### src/rtl/pae_pkg.sv
package pae_pkg;
  typedef enum logic [1:0] {
    SB_IDLE = 2'd0,
    SB_WAIT = 2'd1,
    SB_DONE = 2'd2
  } sb_state_t;
endpackage

### src/rtl/pae_decode.sv
module pae_decode #(
  parameter int          ADDR_W    = 32,
  parameter int          OFFS_W    = 20,
  parameter logic [31:0] PAGE_ADDR = 32'h016D_0000,
  parameter logic [31:0] WIN_BASE  = 32'h0170_0000
) (
  input  logic [ADDR_W-1:0] addr,
  output logic              hit_page,
  output logic              hit_win
);
  localparam int HI_W = ADDR_W - OFFS_W;
  localparam logic [HI_W-1:0] WIN_TAG = WIN_BASE[ADDR_W-1:OFFS_W];

  logic unused_base;
  assign unused_base = ^WIN_BASE[OFFS_W-1:0];

  always_comb begin
    hit_page = (addr == PAGE_ADDR[ADDR_W-1:0]);
    hit_win  = (addr[ADDR_W-1:OFFS_W] == WIN_TAG);
  end
endmodule

### src/rtl/pae_page_reg.sv
module pae_page_reg #(
  parameter int DATA_W = 32,
  parameter int OFFS_W = 20,
  parameter int HI_W   = 12
) (
  input  logic              clk,
  input  logic              rst,
  input  logic              we,
  input  logic [DATA_W-1:0] wdata,
  output logic [HI_W-1:0]   page_hi,
  output logic [OFFS_W-HI_W-1:0] page_lo,
  output logic [DATA_W-1:0] rd_word
);
  localparam int LO_W = OFFS_W - HI_W;

  logic unused_wd;
  assign unused_wd = ^wdata[DATA_W-1:OFFS_W];

  // Contents deliberately have no reset value.
  always_ff @(posedge clk) begin
    if (we) begin
      page_hi <= wdata[OFFS_W-1:LO_W];
      page_lo <= wdata[LO_W-1:0];
    end
  end

  always_comb begin
    rd_word = '0;
    rd_word[OFFS_W-1:0] = {page_hi, page_lo};
  end

  // without a commit the stored page never moves
  a_r1_page_hold: assert property (@(posedge clk) disable iff (rst)
    !we |=> $stable({page_hi, page_lo}));
endmodule

### src/rtl/pae_sb_fsm.sv
module pae_sb_fsm #(
  parameter int DATA_W = 32,
  parameter int OFFS_W = 20
) (
  input  logic              clk,
  input  logic              rst,
  input  logic              go_wr,
  input  logic              go_rd,
  input  logic [DATA_W-1:0] wdata,
  input  logic [DATA_W-1:0] rd_word,
  input  logic              sb_gnt,
  input  logic              sb_busy,
  output logic              sb_req,
  output logic              commit_we,
  output logic [DATA_W-1:0] commit_data,
  output logic              ready,
  output logic [DATA_W-1:0] rdata
);
  import pae_pkg::*;

  sb_state_t state;
  logic      pend_wr;
  logic      won;

  assign won       = (state == SB_WAIT) && sb_gnt && !sb_busy;
  assign commit_we = won && pend_wr;

  always_ff @(posedge clk) begin
    if (rst) begin
      state   <= SB_IDLE;
      sb_req  <= 1'b0;
      ready   <= 1'b0;
      pend_wr <= 1'b0;
    end else begin
      case (state)
        SB_IDLE: if (go_wr || go_rd) begin
          state   <= SB_WAIT;
          sb_req  <= 1'b1;
          pend_wr <= go_wr;
        end
        SB_WAIT: if (won) begin
          state <= SB_DONE;
          ready <= 1'b1;
        end
        default: begin
          state  <= SB_IDLE;
          ready  <= 1'b0;
          sb_req <= 1'b0;
        end
      endcase
    end
  end

  always_ff @(posedge clk) begin
    if (state == SB_IDLE && go_wr) commit_data <= wdata;
    if (won) rdata <= rd_word;
  end

  // request held until ready
  a_r5_req_held: assert property (@(posedge clk) disable iff (rst)
    (sb_req && !ready) |=> sb_req);
  // ready only after a free grant
  a_r6_ready_after_grant: assert property (@(posedge clk) disable iff (rst)
    $rose(ready) |-> $past(sb_req && sb_gnt && !sb_busy));
  // single-cycle ready, request released after it
  a_r6_release: assert property (@(posedge clk) disable iff (rst)
    ready |=> (!ready && !sb_req));
  // reserved read bits are zero
  a_r4_reserved_zero: assert property (@(posedge clk) disable iff (rst)
    ready |-> (rdata[DATA_W-1:OFFS_W] == '0));
endmodule

### src/rtl/pae_outbound.sv
module pae_outbound #(
  parameter int ADDR_W = 32,
  parameter int OFFS_W = 20,
  parameter int HI_W   = 12
) (
  input  logic                   clk,
  input  logic                   rst,
  input  logic                   go,
  input  logic [OFFS_W-1:0]      offset,
  input  logic [HI_W-1:0]        page_hi,
  input  logic [OFFS_W-HI_W-1:0] page_lo,
  output logic                   out_start,
  output logic [ADDR_W-1:0]      out_addr,
  output logic [2:0]             out_fc,
  output logic [1:0]             out_size,
  output logic [1:0]             out_lane
);
  always_ff @(posedge clk) begin
    if (rst) out_start <= 1'b0;
    else     out_start <= go;
  end

  always_ff @(posedge clk) begin
    if (go) begin
      out_addr <= {page_hi, offset};
      out_fc   <= page_lo[6:4];
      out_size <= page_lo[3:2];
      out_lane <= page_lo[1:0];
    end
  end

  // start is a single-cycle pulse per strobe
  a_r2_start_pulse: assert property (@(posedge clk) disable iff (rst)
    (out_start && !$past(go)) |-> 1'b0);
  // offset taken from the strobed address
  a_r2_offset: assert property (@(posedge clk) disable iff (rst)
    go |=> (out_addr[OFFS_W-1:0] == $past(offset)));
endmodule

### src/rtl/page_addr_extender.sv
module page_addr_extender #(
  parameter int          ADDR_W    = 32,
  parameter int          DATA_W    = 32,
  parameter int          OFFS_W    = 20,
  parameter logic [31:0] PAGE_ADDR = 32'h016D_0000,
  parameter logic [31:0] WIN_BASE  = 32'h0170_0000
) (
  input  logic              clk,
  input  logic              rst,
  input  logic [ADDR_W-1:0] lcl_addr,
  input  logic [DATA_W-1:0] lcl_wdata,
  input  logic              lcl_wr,
  input  logic              lcl_rd,
  output logic [DATA_W-1:0] lcl_rdata,
  output logic              lcl_ready,
  output logic              sb_req,
  input  logic              sb_gnt,
  input  logic              sb_busy,
  output logic              out_start,
  output logic [ADDR_W-1:0] out_addr,
  output logic [2:0]        out_fc,
  output logic [1:0]        out_size,
  output logic [1:0]        out_lane
);
  localparam int HI_W = ADDR_W - OFFS_W;
  localparam int LO_W = OFFS_W - HI_W;

  logic              hit_page, hit_win;
  logic              commit_we;
  logic [DATA_W-1:0] commit_data;
  logic [DATA_W-1:0] rd_word;
  logic [HI_W-1:0]   page_hi;
  logic [LO_W-1:0]   page_lo;
  logic              win_go;

  pae_decode #(.ADDR_W(ADDR_W), .OFFS_W(OFFS_W),
               .PAGE_ADDR(PAGE_ADDR), .WIN_BASE(WIN_BASE)) u_dec (
    .addr(lcl_addr), .hit_page(hit_page), .hit_win(hit_win));

  pae_sb_fsm #(.DATA_W(DATA_W), .OFFS_W(OFFS_W)) u_fsm (
    .clk(clk), .rst(rst),
    .go_wr(lcl_wr && hit_page), .go_rd(lcl_rd && hit_page),
    .wdata(lcl_wdata), .rd_word(rd_word),
    .sb_gnt(sb_gnt), .sb_busy(sb_busy), .sb_req(sb_req),
    .commit_we(commit_we), .commit_data(commit_data),
    .ready(lcl_ready), .rdata(lcl_rdata));

  pae_page_reg #(.DATA_W(DATA_W), .OFFS_W(OFFS_W), .HI_W(HI_W)) u_page (
    .clk(clk), .rst(rst), .we(commit_we), .wdata(commit_data),
    .page_hi(page_hi), .page_lo(page_lo), .rd_word(rd_word));

  assign win_go = (lcl_wr || lcl_rd) && hit_win;

  pae_outbound #(.ADDR_W(ADDR_W), .OFFS_W(OFFS_W), .HI_W(HI_W)) u_out (
    .clk(clk), .rst(rst), .go(win_go), .offset(lcl_addr[OFFS_W-1:0]),
    .page_hi(page_hi), .page_lo(page_lo),
    .out_start(out_start), .out_addr(out_addr),
    .out_fc(out_fc), .out_size(out_size), .out_lane(out_lane));

  // no request without a page-register strobe
  a_r8_no_stray_req: assert property (@(posedge clk) disable iff (rst)
    $rose(sb_req) |-> $past((lcl_wr || lcl_rd) && hit_page));
endmodule

### config.mk
export PLATFORM = sky130hd
export DESIGN_NAME = page_addr_extender
export DESIGN_NICKNAME = d
export VERILOG_FILES = /design/src/rtl/pae_pkg.sv /design/src/rtl/pae_decode.sv /design/src/rtl/pae_page_reg.sv /design/src/rtl/pae_sb_fsm.sv /design/src/rtl/pae_outbound.sv /design/src/rtl/page_addr_extender.sv
export SDC_FILE = /design/constraint.sdc
export NUM_CORES = 1
export LEC_CHECK = 0
export CAP_MARGIN = 5
export CORE_ASPECT_RATIO = 1.25
export CORE_MARGIN = 2
export CORE_UTILIZATION = 42
export CTS_CLUSTER_SIZE = 20
export DETAILED_ROUTE_END_ITERATION = 6
export GPL_TIMING_DRIVEN = 0
export PLACE_DENSITY_LB_ADDON = 0.25
export SLEW_MARGIN = 40
export SYNTH_ARGS = -nofsm -noshare
export SYNTH_HDL_FRONTEND = slang
export SYNTH_SLANG_ARGS = --single-unit
### constraint.sdc
create_clock -name clk -period 2.96 [get_ports clk]
set_input_delay 0.592 -clock clk [delete_from_list [all_inputs] [get_ports clk]]
set_output_delay 0.592 -clock clk [all_outputs]
set_load 0.02 [all_outputs]
After elaboration in Yosys (flattened, before gate mapping). Cells that the tools add are included.

Add/subtract/negate cells: 0. Multipliers: 0. Div/mod/pow operators: 0. Order comparisons: 0. Equality and inequality tests: 5. Shift operators: 0. Multiplexer cells: 7. Bitwise gates (word level): 2. Reduce and logical (&&, ||, !) cells: 15.

Operator list (count): $eq A32 B25 Y1 const B (1); $eq A12 B5 Y1 const B (1); $reduce_and A2 Y1 (4); $logic_and A1 B1 Y1 (7); $mux W2 (2); $ne A2 B1 Y1 const B (2); $pmux W1 S2 (2); $pmux W2 S2 (1); $eq A2 B1 Y1 const B (1); $logic_not A2 Y1 (1); $logic_or A1 B1 Y1 (2); $mux W1 (2); $not A1 Y1 (2); $logic_not A1 Y1 (1).

Bits in registers: 105. Latch bits: 0. RAM bits: 0. Bits in read-only memories: 0. Input port bits: 70. Output and inout bits: 74. Word-level logic and storage cells: 42. Memories: 0.

Depth between registers and ports, before layout.
Depth in word-level cells: 5. Mapped depth: 4. Mapped depth without buffers: 4.

By module. Synthesis repeated with hierarchy kept, for this count alone.

Cells, all modules: 196. Area total of the unflattened synthesis: 4296.6 um2.

By module, submodules not included: pae_sb_fsm (times used 1, cells each 85, area each 2135.8 um2, sequential area each 2021.9 um2); pae_outbound (times used 1, cells each 41, area each 1204.9 um2, sequential area each 1191.1 um2); pae_page_reg (times used 1, cells each 53, area each 844.6 um2, sequential area each 600.6 um2); pae_decode (times used 1, cells each 14, area each 88.8 um2, sequential area each 0.0 um2); page_addr_extender (times used 1, cells each 3, area each 22.5 um2, sequential area each 0.0 um2).

Worst setup path after synthesis. OpenSTA, ideal clock, no wires.

Kind: input-to-reg. Start: input port lcl_addr[25]. End: register u_out.out_addr[0] (enable). Setup time: 0.401 ns. Arrival: 2.096 ns. Data required time: 2.559 ns. Path slack: 0.464 ns. Cell stages on the path: 3. Path buffers: 0. Cells stage by stage: nor4_2 > and3_1 > and3b_1.

Word-level cells in the longest chain between the ends: 2.

Ends and longest elaborated chain: from (decl) (RTL line page_addr_extender.sv:10) `input logic [ADDR_W-1:0] lcl_addr,`; $eq A12 B5 Y1 (RTL line pae_decode.sv:19) `hit_win = (addr[ADDR_W-1:OFFS_W] == WIN_TAG);`; $logic_and A1 B1 Y1 (RTL line page_addr_extender.sv:52) `assign win_go = (lcl_wr || lcl_rd) && hit_win;`; via u_out.go (RTL line pae_outbound.sv:8) `input logic go,`; to (signal assigned) (RTL line pae_outbound.sv:25) `out_addr <= {page_hi, offset};`; to (decl) (RTL line pae_outbound.sv:13) `output logic [ADDR_W-1:0] out_addr,`.

The timed path passes the listed nets, and every way through them passes these cells. A chain may end at the register's enable or synchronous reset.

Worst setup path after layout.
Start: input port sb_busy. End: register u_page.page_lo[3] (enable).

Word-level cells in the longest chain between the ends: 3.

Ends and longest elaborated chain: from (decl) (RTL line page_addr_extender.sv:18) `input logic sb_busy,`; $logic_not A1 Y1 (RTL line pae_sb_fsm.sv:25) `assign won = (state == SB_WAIT) && sb_gnt && !sb_busy;`; $logic_and A1 B1 Y1 (RTL line pae_sb_fsm.sv:25); via u_fsm.won (RTL line pae_sb_fsm.sv:23) `logic won;`; $logic_and A1 B1 Y1 (RTL line pae_sb_fsm.sv:26) `assign commit_we = won && pend_wr;`; via commit_we (RTL line page_addr_extender.sv:29) `logic commit_we;`; to (signal assigned) (RTL line pae_page_reg.sv:23) `page_lo <= wdata[LO_W-1:0];`; to (decl) (RTL line pae_page_reg.sv:11) `output logic [OFFS_W-HI_W-1:0] page_lo,`.

The timed path passes the listed nets, and every way through them passes these cells.

==> results by group <==
Run status
  – Outcome: complete, no violations

Routing
  – WL final: 5950 um
  – Wirelength per Cell: between 15 and 20 um
  – Drt pass-1 iters: 4
  – Drt drc: 0
  – Via count: 1767
  – Via-to-Cell Ratio: 4.50
  – ANT nets after route: 0
  – DRT iter0 DRCs: 58

Synth
  – Cells after Synth: 152
  – Yosys warnings: 0
  – Synth Register Bits: 105
  – Seq/Total Area, Yosys: 90.6%
  – Unique masters post-synth: 22
  – Mapped Avg Cell Area: about 22 um2
  – Cell area after synthesis: 3410 um2

Worst hold path
  – Min-Delay Path Depth: 0
  – Hold Crit Class: reg -> reg

Place
  – Setup WS pre-CTS: about 39 ps
  – Port bufs: 119
  – Post-Place Cells: ~380
  – HPWL after DPL: approximately 4400 um
  – RD Place Congestion: 0.724
  – Placed cell areas: 4790 um2

Floorplanning
  – Die area: slightly below 9000 um2
  – Core area: around 7800 um2
  – Initial Util: 43.6%
  – Die Y: 105 um
  – Die width: between 80 and 90 um
  – Ports: around 140
  – Cell Rows: 36

Worst setup path
  – CP Depth: 4
  – CP Capture Type: flip-flop
  – FF-to-FF setup slack: 900 ps
  – Slowest CP cell: and2_2
  – Crit path largest cell delay: 560 ps
  – Largest delay share family, worst path: buffers and inverters
  – Startpoint types: primary input
  – CP required: slightly below 3000 ps
  – Worst Path Max Fanout: 21
  – Worst Reg-to-Reg Cells: 4
  – CP Cell Sequence: clkdlybuf4s50_1, nand3b_1, inv_2, and2_2
  – Crit path arrival time: 2190 ps
  – CP bufs+invs: 2
  – Crit Path Class: in -> reg

STA
  – Max Slew Vio Count: 0
  – Fin crit period: 2200 ps
  – Post-Route Setup TNS: 0 ps
  – Worst hold slack: 422 ps
  – Worst Slack Setup Final: around 760 ps
  – Tcrit/Tclk final: 74.4%
  – Final setup violation count: 0
  – FMAX: approximately 0.45 GHz
  – Worst slew margin: 66.7%
  – Slew of the pin with the lowest slew margin: 499 ps
  – Final Hold Fails: 0
  – RSZ-0062 raised after global routing: false
  – Final Skew: 5.06 ps

CTS
  – PostCTS Resize Cnt: 0
  – Clock Tree Root: clkbuf_8
  – CTS sink count: 105
  – Worst skew pair latency: 340 ps
  – Num CTS Buffers: 9
  – Total setup buffers inserted after CTS: 0
  – Worst-path clk slew: 90 ps
  – CTS H-tree depth: 3
  – Max Buffers Root-to-Sink: 2
  – TritonCTS clock tree: built
  – Hold buffer count at cts: 0

Power and ir drop
  – Total power: approximately 2.4 mW
  – PwrDens: between 400 and 500 nW/um2
  – VDD IR max: between 0.2 and 0.25 mV
  – P_leak: 1.67 nW

Final layout
  – Final Util: between 60% and 70%
  – Multi-input logic area: 270 um2
  – Final instance area: around 4900 um2
  – Cell Count, Final, Fillers Out: 393
  – Layout Nets: 364
  – Most frequent cells in the layout: clkdlybuf4s50_1, edfxtp_1, buf_4, conb_1, clkbuf_8
  – N_diodes: 0
  – Layout filler cell count: ~580
  – Area grow syn2layout: 44.8%
  – Sequential cell area: a little over 3000 um2
  – Share of cells above drive strength 1: between 10% and 20%
  – Most common cell after layout, fill and taps aside: clkdlybuf4s50_1

Run
  – Max-cap violation count: 0

Global routing
  – Total Routing Usage GR: roughly 14%
  – Grt ovf: 0
  – Vias in the first global route: 1804
  – First-pass GRT wire length: 9180 um
  – Largest net degree at the start of global routing: 37
  – Initial antenna violation count: 0
## worst register-to-register path: stages, from the launching register on
cell	delay (ps)
dfxtp_1	340
and2b_1	220
nand3b_1	160
inv_2	420
and2_2	560
## kinds of logic after synthesis
family	count (synthesis)	synth area share, %
flip-flops	105	90.6
AND/OR/NAND/NOR	27	5.46
buffers and inverters	14	2.86
AO/OA/AOI/OAI	5	0.953
other	1	0.110
## routing by layer
metal	part of all wire (%)	routed length [um]	vias to the layer above	global-route usage [%]
li1	-	-	862	-
met1	35	2100	812	15.4
met2	56	3310	85	24.8
met3	6.7	400	8	2.53
met4	2.2	132	0	9.30
met5	0	0	-	0
## Yosys cell counts
| library cell | count | area, um2 |
|---|---|---|
| inv_1 | 2 | 7.51 |
| and3_1 | 2 | 12.5 |
| o41ai_1 | 1 | 8.76 |
| and4b_1 | 2 | 20.0 |
| conb_1 | 1 | 3.75 |
| and2_1 | 2 | 12.5 |
| o311ai_0 | 1 | 8.76 |
| nand2b_1 | 2 | 12.5 |
| nor4_1 | 2 | 12.5 |
| dfxtp_1 | 6 | 120 |
| edfxtp_1 | 99 | 2970 |
| a21oi_1 | 3 | 15.0 |
| and3b_1 | 1 | 8.76 |
| buf_4 | 12 | 90.1 |
| nand3b_1 | 1 | 7.51 |
| nor4_2 | 3 | 37.5 |
| nand2_1 | 3 | 11.3 |
| and2b_1 | 1 | 7.51 |
| nand4_1 | 2 | 12.5 |
| nor3_1 | 2 | 10.0 |
| or4b_1 | 1 | 10.0 |
| nor2_1 | 3 | 11.3 |
## final timing paths
kind                        to             startpoint
min reg2reg  u_page.page_hi[5]  u_fsm.commit_data[13]
max          u_page.page_lo[3]                sb_busy
max reg2reg  u_page.page_lo[3]         u_fsm.state[1]
min          u_page.page_hi[5]  u_fsm.commit_data[13]
## state kept, by name, indices dropped and copies added, names as in the netlist, 2 cells and up
name / count
u_out.out_addr: 32
u_fsm.commit_data: 20
u_fsm.rdata: 20
u_page.page_hi: 12
u_page.page_lo: 8
u_out.out_fc: 3
u_fsm.state: 2
u_out.out_lane: 2
u_out.out_size: 2
## where the power goes
group | total (mW) | leakage [nW] | switching (mW) | internal (mW)
combinational | 0.113 | 0.652 | 0.0340 | 0.0792
sequential | 1.61 | 0.938 | 0.0000179 | 1.61
clock | 0.713 | 0.0783 | 0.412 | 0.301
total | 2.43 | 1.67 | 0.446 | 1.99
## area by class of cell
cell class	count	area share, %
Tap cell	95	2.40
Clock inverter	3	0.354
Inverter	2	0.152
Multi-Input combinational cell	44	5.47
Sequential cell	105	62.6
Timing Repair Buffer	120	24.5
Buffer	12	1.82
Clock buffer	12	2.73
No activity file was read; power rests on OpenSTA's default activity.
